$ cat config.mk
export PLATFORM = sky130hd
export DESIGN_NAME = kbc_cmd_sequencer
export DESIGN_NICKNAME = d
export VERILOG_FILES = /design/src/rtl/kbc_seq_pkg.sv /design/src/rtl/kbc_poll_timer.sv /design/src/rtl/kbc_param_buf.sv /design/src/rtl/kbc_seq_fsm.sv /design/src/rtl/kbc_cmd_sequencer.sv
export SDC_FILE = /design/constraint.sdc
export NUM_CORES = 1
export LEC_CHECK = 0
export BUFFER_PORTS_ARGS = -buffer_cell sky130_fd_sc_hd__buf_2
export CAP_MARGIN = 0
export CORE_UTILIZATION = 50
export CTS_BUF_LIST = sky130_fd_sc_hd__clkbuf_16
export CTS_CLUSTER_DIAMETER = 120
export DETAILED_ROUTE_END_ITERATION = 7
export PLACE_DENSITY = 0.78
export SLEW_MARGIN = 5
export SYNTH_ARGS = -nofsm -noshare
export SYNTH_HDL_FRONTEND = slang
export SYNTH_SLANG_ARGS = --single-unit
$ cat constraint.sdc
create_clock -name clk -period 4.8 [get_ports clk]
set_input_delay 0.96 -clock clk [delete_from_list [all_inputs] [get_ports clk]]
set_output_delay 0.96 -clock clk [all_outputs]
set_load 0.01 [all_outputs]
$ cat src/rtl/kbc_seq_pkg.sv
package kbc_seq_pkg;

   localparam int CNT_W  = 4;
   localparam int ST_OBF = 0;
   localparam int ST_IBF = 1;
   localparam int ST_AUX = 5;

   typedef enum logic [1:0] {
      OP_STAT = 2'd0,
      OP_RDAT = 2'd1,
      OP_WCMD = 2'd2,
      OP_WDAT = 2'd3
   } bus_op_t;

   typedef enum logic [1:0] {
      ERR_NONE    = 2'd0,
      ERR_TIMEOUT = 2'd1,
      ERR_PORT    = 2'd2,
      ERR_OFF     = 2'd3
   } err_code_t;

   typedef enum logic [2:0] {
      S_IDLE,
      S_POLL_IN,
      S_WR_CMD,
      S_WR_PAR,
      S_POLL_OUT,
      S_RD
   } seq_state_t;

endpackage

$ cat src/rtl/kbc_poll_timer.sv
module kbc_poll_timer #(
   parameter int unsigned POLL_LIMIT = 10000
) (
   input  logic clk,
   input  logic rst_n,
   input  logic clr,
   input  logic tick,
   output logic expired
);
   localparam int unsigned CW = (POLL_LIMIT > 1) ? $clog2(POLL_LIMIT) : 1;

   generate
      if (POLL_LIMIT == 1) begin : g_single
         logic unused_single;
         assign unused_single = ^{clk, rst_n, clr};
         assign expired = tick;
      end else begin : g_count
         logic [CW-1:0] cnt;
         always_ff @(posedge clk or negedge rst_n) begin
            if (!rst_n)    cnt <= '0;
            else if (clr)  cnt <= '0;
            else if (tick) cnt <= cnt + 1'b1;
         end
         assign expired = tick && (cnt == CW'(POLL_LIMIT - 1));
      end
   endgenerate

endmodule

$ cat src/rtl/kbc_param_buf.sv
module kbc_param_buf #(
   parameter int DEPTH = 16,
   parameter int IDX_W = 4
) (
   input  logic               clk,
   input  logic               rst_n,
   input  logic               load,
   input  logic [DEPTH*8-1:0] load_data,
   input  logic               wr_en,
   input  logic [IDX_W-1:0]   wr_idx,
   input  logic [7:0]         wr_data,
   input  logic [IDX_W-1:0]   rd_idx,
   output logic [7:0]         rd_data,
   output logic [DEPTH*8-1:0] contents
);

   generate
      for (genvar g = 0; g < DEPTH; g++) begin : g_ent
         logic [7:0] ent;
         always_ff @(posedge clk or negedge rst_n) begin
            if (!rst_n)
               ent <= 8'h00;
            else if (load)
               ent <= load_data[g*8 +: 8];
            else if (wr_en && (wr_idx == IDX_W'(g)))
               ent <= wr_data;
         end
         assign contents[g*8 +: 8] = ent;
      end
   endgenerate

   assign rd_data = contents[rd_idx*8 +: 8];

endmodule

$ cat src/rtl/kbc_seq_fsm.sv
module kbc_seq_fsm
   import kbc_seq_pkg::*;
#(
   parameter logic [15:0] LOOP_WORD = 16'h11D3
) (
   input  logic             clk,
   input  logic             rst_n,
   input  logic             start,
   input  logic [15:0]      cmd_word,
   input  logic             loop_off,
   input  logic [7:0]       bus_rdata,
   input  logic [7:0]       par_byte,
   input  logic             poll_expired,
   output logic             busy,
   output logic             done,
   output logic             err,
   output logic [1:0]       err_code,
   output logic             bus_stb,
   output logic [1:0]       bus_op,
   output logic [7:0]       bus_wdata,
   output logic             poll_tick,
   output logic             poll_clr,
   output logic             buf_load,
   output logic             buf_wr,
   output logic [CNT_W-1:0] par_idx,
   output logic [CNT_W-1:0] rsp_idx
);

   seq_state_t      state;
   logic [7:0]      cmd_lo;
   logic [CNT_W-1:0] n_par, n_rsp, pidx, ridx;
   logic            cmd_sent, is_loop, done_q, err_q;
   err_code_t       code_q;

   logic ibf, obf, aux, refuse, par_last, rsp_last;
   logic unused_status_bits;

   assign ibf = bus_rdata[ST_IBF];
   assign obf = bus_rdata[ST_OBF];
   assign aux = bus_rdata[ST_AUX];
   assign unused_status_bits = ^{bus_rdata[7:6], bus_rdata[4:2]};

   assign refuse   = start && loop_off && (cmd_word == LOOP_WORD);
   assign par_last = ((CNT_W+1)'(pidx) + 1'b1) >= (CNT_W+1)'(n_par);
   assign rsp_last = ((CNT_W+1)'(ridx) + 1'b1) >= (CNT_W+1)'(n_rsp);

   always_comb begin
      bus_stb   = 1'b0;
      bus_op    = OP_STAT;
      bus_wdata = 8'h00;
      case (state)
         S_POLL_IN, S_POLL_OUT: begin bus_stb = 1'b1; bus_op = OP_STAT; end
         S_WR_CMD: begin bus_stb = 1'b1; bus_op = OP_WCMD; bus_wdata = cmd_lo; end
         S_WR_PAR: begin bus_stb = 1'b1; bus_op = OP_WDAT; bus_wdata = par_byte; end
         S_RD:     begin bus_stb = 1'b1; bus_op = OP_RDAT; end
         default:  ;
      endcase
   end

   assign poll_tick = ((state == S_POLL_IN) && ibf) || ((state == S_POLL_OUT) && !obf);
   assign poll_clr  = (state == S_IDLE) || ((state == S_POLL_IN) && !ibf) ||
                      ((state == S_POLL_OUT) && obf);
   assign buf_load  = (state == S_IDLE) && start && !refuse;
   assign buf_wr    = (state == S_RD);
   assign par_idx   = pidx;
   assign rsp_idx   = ridx;
   assign busy      = (state != S_IDLE);
   assign done      = done_q;
   assign err       = err_q;
   assign err_code  = code_q;

   always_ff @(posedge clk or negedge rst_n) begin
      if (!rst_n) begin
         state    <= S_IDLE;
         cmd_lo   <= 8'h00;
         n_par    <= '0;
         n_rsp    <= '0;
         pidx     <= '0;
         ridx     <= '0;
         cmd_sent <= 1'b0;
         is_loop  <= 1'b0;
         done_q   <= 1'b0;
         err_q    <= 1'b0;
         code_q   <= ERR_NONE;
      end else begin
         done_q <= 1'b0;
         err_q  <= 1'b0;
         case (state)
            S_IDLE: begin
               if (refuse) begin
                  err_q  <= 1'b1;
                  code_q <= ERR_OFF;
               end else if (start) begin
                  cmd_lo   <= cmd_word[7:0];
                  n_par    <= cmd_word[15:12];
                  n_rsp    <= cmd_word[11:8];
                  is_loop  <= (cmd_word == LOOP_WORD);
                  pidx     <= '0;
                  ridx     <= '0;
                  cmd_sent <= 1'b0;
                  state    <= S_POLL_IN;
               end
            end
            S_POLL_IN: begin
               if (poll_expired) begin
                  err_q  <= 1'b1;
                  code_q <= ERR_TIMEOUT;
                  state  <= S_IDLE;
               end else if (!ibf) begin
                  state <= cmd_sent ? S_WR_PAR : S_WR_CMD;
               end
            end
            S_WR_CMD: begin
               cmd_sent <= 1'b1;
               if (n_par != '0)
                  state <= S_POLL_IN;
               else if (n_rsp != '0)
                  state <= S_POLL_OUT;
               else begin
                  done_q <= 1'b1;
                  code_q <= ERR_NONE;
                  state  <= S_IDLE;
               end
            end
            S_WR_PAR: begin
               pidx <= pidx + 1'b1;
               if (!par_last)
                  state <= S_POLL_IN;
               else if (n_rsp != '0)
                  state <= S_POLL_OUT;
               else begin
                  done_q <= 1'b1;
                  code_q <= ERR_NONE;
                  state  <= S_IDLE;
               end
            end
            S_POLL_OUT: begin
               if (poll_expired) begin
                  err_q  <= 1'b1;
                  code_q <= ERR_TIMEOUT;
                  state  <= S_IDLE;
               end else if (obf) begin
                  if (is_loop && !aux) begin
                     err_q  <= 1'b1;
                     code_q <= ERR_PORT;
                     state  <= S_IDLE;
                  end else begin
                     state <= S_RD;
                  end
               end
            end
            S_RD: begin
               ridx <= ridx + 1'b1;
               if (!rsp_last)
                  state <= S_POLL_OUT;
               else begin
                  done_q <= 1'b1;
                  code_q <= ERR_NONE;
                  state  <= S_IDLE;
               end
            end
            default: state <= S_IDLE;
         endcase
      end
   end

   assert_cmd_after_free_R2: assert property (@(posedge clk) disable iff (!rst_n)
      (bus_stb && bus_op == OP_WCMD) |->
      $past(bus_stb && bus_op == OP_STAT && !bus_rdata[ST_IBF]));

   assert_par_after_free_R3: assert property (@(posedge clk) disable iff (!rst_n)
      (bus_stb && bus_op == OP_WDAT) |->
      $past(bus_stb && bus_op == OP_STAT && !bus_rdata[ST_IBF]));

   assert_read_after_full_R4: assert property (@(posedge clk) disable iff (!rst_n)
      (bus_stb && bus_op == OP_RDAT) |->
      $past(bus_stb && bus_op == OP_STAT && bus_rdata[ST_OBF]));

   assert_timeout_on_poll_R5: assert property (@(posedge clk) disable iff (!rst_n)
      (err && err_code == ERR_TIMEOUT) |-> $past(bus_stb && bus_op == OP_STAT));

   assert_port_mismatch_R6: assert property (@(posedge clk) disable iff (!rst_n)
      (err && err_code == ERR_PORT) |->
      $past(bus_stb && bus_op == OP_STAT && bus_rdata[ST_OBF] && !bus_rdata[ST_AUX]));

   assert_refuse_no_bus_R7: assert property (@(posedge clk) disable iff (!rst_n)
      (err && err_code == ERR_OFF) |-> $past(!bus_stb && start));

   assert_single_outcome_R8: assert property (@(posedge clk) disable iff (!rst_n)
      $onehot0({done, err}));

   assert_idle_at_outcome_R8: assert property (@(posedge clk) disable iff (!rst_n)
      (done || err) |-> (!busy && !bus_stb));

endmodule

$ cat src/rtl/kbc_cmd_sequencer.sv
module kbc_cmd_sequencer
   import kbc_seq_pkg::*;
#(
   parameter int unsigned  BUF_DEPTH  = 16,
   parameter int unsigned  POLL_LIMIT = 10000,
   parameter logic [15:0]  LOOP_WORD  = 16'h11D3
) (
   input  logic                   clk,
   input  logic                   rst_n,
   input  logic                   start,
   input  logic [15:0]            cmd_word,
   input  logic                   loop_off,
   input  logic [BUF_DEPTH*8-1:0] param_in,
   output logic                   busy,
   output logic                   done,
   output logic                   err,
   output logic [1:0]             err_code,
   output logic [BUF_DEPTH*8-1:0] param_out,
   output logic                   bus_stb,
   output logic [1:0]             bus_op,
   output logic [7:0]             bus_wdata,
   input  logic [7:0]             bus_rdata
);
   localparam int IDX_W = (BUF_DEPTH > 1) ? $clog2(BUF_DEPTH) : 1;

   generate
      if (BUF_DEPTH < (2**CNT_W) - 1) begin : g_bad_depth
         $error("BUF_DEPTH must hold the largest count carried by the command word");
      end
      if (POLL_LIMIT < 1) begin : g_bad_limit
         $error("POLL_LIMIT must be at least one poll");
      end
   endgenerate

   logic             poll_tick, poll_clr, poll_expired;
   logic             buf_load, buf_wr;
   logic [CNT_W-1:0] par_idx, rsp_idx;
   logic [7:0]       par_byte;

   kbc_seq_fsm #(
      .LOOP_WORD (LOOP_WORD)
   ) u_fsm (
      .clk          (clk),
      .rst_n        (rst_n),
      .start        (start),
      .cmd_word     (cmd_word),
      .loop_off     (loop_off),
      .bus_rdata    (bus_rdata),
      .par_byte     (par_byte),
      .poll_expired (poll_expired),
      .busy         (busy),
      .done         (done),
      .err          (err),
      .err_code     (err_code),
      .bus_stb      (bus_stb),
      .bus_op       (bus_op),
      .bus_wdata    (bus_wdata),
      .poll_tick    (poll_tick),
      .poll_clr     (poll_clr),
      .buf_load     (buf_load),
      .buf_wr       (buf_wr),
      .par_idx      (par_idx),
      .rsp_idx      (rsp_idx)
   );

   kbc_poll_timer #(
      .POLL_LIMIT (POLL_LIMIT)
   ) u_timer (
      .clk     (clk),
      .rst_n   (rst_n),
      .clr     (poll_clr),
      .tick    (poll_tick),
      .expired (poll_expired)
   );

   kbc_param_buf #(
      .DEPTH (BUF_DEPTH),
      .IDX_W (IDX_W)
   ) u_buf (
      .clk       (clk),
      .rst_n     (rst_n),
      .load      (buf_load),
      .load_data (param_in),
      .wr_en     (buf_wr),
      .wr_idx    (IDX_W'(rsp_idx)),
      .wr_data   (bus_rdata),
      .rd_idx    (IDX_W'(par_idx)),
      .rd_data   (par_byte),
      .contents  (param_out)
   );

   assert_reset_quiet_R1: assert property (@(posedge clk)
      !rst_n |=> (!busy && !bus_stb && !done && !err));

endmodule

==> metrics.cfg <==
[layout]
fin_area_um2=11900
multi_input_comb_area_um2=4950
final_layout_size_suffix_gt1_share_pct=33.5
layout.cells.non_filler=1459
fillers=1518
register_area_um2=4380
area_growth_syn_to_layout_pct=22.6
fin_nets=1358

[timing]
tightest_slew_ps=1530
setup_violations=0
fin_skew_ps=9.31
tns_ps=0
fin_crit_ps=3980
clock.fmax_mhz=251
drv_slew=38
finalHoldWorstSlack_ps=483
hold_viol=0
finalCritPeriodShare_pct=82.9
rsz0062_at_grt=no
slew_headroom_pct=-1.96

[route]
drtIter0Drc=839
wl_met2_mm=15.4
wirelength_mm=33.1
dr.pass1.iters=6
drc=0
routedWlPerCell_um=22.7
wl_met3_mm=3.04
top_layer=met5
vias=8589
met1_length_mm=13.3
antenna_left=0
vias_per_cell=5.89

[logic_synthesis]
yosysSeqAreaShare_pct=45.3
synth_edf_count=0
synth_area_um2=9670
ys.flop_type=dfrtp_1
async_reset_ff_share_pct=100
ys_warn_count=0
syn_avg_cell_area_um2=10.4
synth-seq-cells=175
syn_inst=926
syn_nets=1099
synth_cell_type_count=56

[clock_network]
clk_pin_slew_ps=70
cts_sinks=175
postCtsSetupRepairBufs=0
cts_max_level=4
cts_tree=yes
insertion_delay_ps=430
cts-root-buf=clkbuf_16
clock_tree.buffer_depth=2
ctsHoldBuffers=0
cts_buffers=17
cts_resized=0

[placement]
io_buffer_count=299
dpl.cell_count=1426
place_area_um2=11300
globalplace.congestion=0.921
place_hpwl_mm=24.3

[setup_path]
critical_path.max_fanout=24
ff2ff_setup_slack_ps=1700
crit_arrival_ps=3020
path_depth=6
worst_ep_required_time_ps=3840
cpMostUsedCell=mux4_2
critPathCaptureType=primary output
regToRegStartpoint=u_fsm.par_idx[0]
critical_path_class=reg -> out
r2r_end=u_fsm.err_code[1]
cp_slowest_cell=dfrtp_2
setup.worst_path.start_class=register
r2r_cells=9
path_delay_family=multiplexers
max_stage_delay_ps=620
cp_cell_sequence=buf_4 > mux4_2 > mux4_2 > a22oi_1 > nor2b_1 > buf_2
cp_num_buf_inv=2

[power_and_ir_drop]
p_leak_uw=0.00636
p_per_area_nw_per_um2=640
ir_drop_v=0.000416

[grt]
gr-total-overflow=0
antenna_found_initial=3
grt_pass1_vias=8237
grt_max_degree=286
grt_pass1_wl_mm=49.5
track_usage_pct=34.0

[outcome]
violations=slew limit
status=complete, but fails checks

[min_path]
hp-class=reg -> reg
holdCritStartpoint=u_fsm.cmd_lo[7]
hold_path_depth=2
whs_endpoint=u_fsm.cmd_lo[7]

[die]
die-width_um=141
io_pins=300
rows=50
core_area_um2=18800
initial_utilization_pct=51.4
die_area_um2=19900
die_h_um=141

[run]
maxCapViolCount=0

==> sequential cells by signal, indices dropped and copies added, names as in the netlist <==
register / count
u_fsm.cmd_lo: 8
u_fsm.n_par: 4
u_fsm.done: 1
u_timer.g_count.cnt: 14
u_fsm.par_idx: 4
u_fsm.cmd_sent: 1
u_buf.g_ent.ent: 128
u_fsm.err_code: 2
u_fsm.is_loop: 1
u_fsm.state: 3
u_fsm.err: 1
u_fsm.rsp_idx: 4
u_fsm.n_rsp: 4
==> layout by cell type (no fill, tap or decap), types with 4 or more instances in the layout <==
cell	Yosys	layout
inv_1	13	15
ha_1	17	17
nand2_4	8	8
and3_1	4	4
mux4_2	40	40
nand2_1	192	192
xor2_1	11	11
buf_2	20	298
a22oi_1	9	9
nand3_1	11	11
o21ai_1	133	133
o21ai_0	11	11
inv_6	0	4
a21oi_1	11	11
xnor2_1	4	4
nor2b_1	11	11
dfrtp_1	175	173
mux2i_1	129	129
buf_4	3	4
nor2_1	20	20
and2_1	4	4
clkbuf_16	0	17
nand2_2	5	5
==> synthesized netlist by cell type, types with 3 or more instances <==
master	n	area share, %
nand2_2	5	0.32
nand3_1	11	0.57
and2_1	4	0.26
mux2i_1	129	13
clkbuf_1	35	1.4
buf_6	3	0.35
buf_1	3	0.12
xnor2_1	4	0.36
a21oi_1	11	0.57
dfrtp_1	175	45
nand4_1	3	0.19
or3_1	3	0.19
buf_4	3	0.23
nor2b_1	11	0.71
nand2_1	192	7.4
o21ai_0	11	0.57
mux4_2	40	9.3
o21ai_1	133	6.9
o2bb2ai_1	3	0.27
a22oi_1	9	0.70
nand2_4	8	0.93
xor2_1	11	1.0
o22ai_1	3	0.19
inv_1	13	0.50
and3_1	4	0.26
buf_2	20	1.0
nor2_1	20	0.78
ha_1	17	2.2
==> layer usage <==
layer	up-vias	global-route usage (%)
met5	-	0
met4	2	15.2
met3	89	8.63
met2	558	52.9
met1	4134	44.9
li1	3806	-
==> cell families (layout without fill, tap and decap cells) <==
group | Yosys count | count (layout) | synth area share [%]
AOI/OAI and AO/OA | 185 | 185 | 10.4
xor gates and xnor gates | 15 | 15 | 1.36
adders and majority gates | 17 | 17 | 2.20
buffers and inverters | 79 | 351 | 3.67
DFF | 175 | 175 | 45.3
muxes | 171 | 171 | 22.9
other | 0 | 1 | 0
and+or+nand+nor | 284 | 284 | 14.2
==> report_power, final <==
part	internal (µW)	switching (µW)
Clock	818	610
Combinational	1450	1740
Sequential	2110	859
Total	4380	3210
==> tightest hold or removal path, delay by kind of cell, from the launching register on <==
kind             cells  cell delay (ps)
and+or+nand+nor      2              110
DFF                  1              350
==> how the worst max path moves through the flow <==
stage / startpoint / end / slack, ps
2_1_floorplan: u_fsm.par_idx[0] / bus_wdata[0] / 1760
3_3_place_gp: u_fsm.par_idx[0] / bus_wdata[6] / 1280
3_5_place_dp: u_fsm.par_idx[0] / bus_wdata[5] / 1240
4_1_cts: u_fsm.par_idx[0] / bus_wdata[5] / 780
5_1_grt: u_fsm.par_idx[0] / bus_wdata[4] / 630
6_report: u_fsm.par_idx[0] / bus_wdata[5] / 820
==> layout make-up <==
| type | count | area share (%) |
|---|---|---|
| multi-input combinational | 672 | 41.7 |
| inverter | 15 | 0.475 |
| clock buffer | 17 | 3.59 |
| timing repair buffer | 304 | 13.1 |
| sequential | 175 | 36.9 |
| antenna | 1 | 0.0211 |
| tap | 260 | 2.74 |
| clock inverter | 15 | 1.42 |
==> per-stage QoR <==
| step | setup WS (ps) | util, % | power, µW |
|---|---|---|---|
| detailed placement | 1240 | 59.8 | 6100 |
| CTS | 776 | 63.0 | 7540 |
| global route | 629 | 63.0 | 7970 |
| global placement | 1280 | 59.8 | 6010 |
| finish | 822 | 63.0 | 7590 |
| floorplan | 1760 | - | 4680 |
No activity file was read; power rests on OpenSTA's default activity.
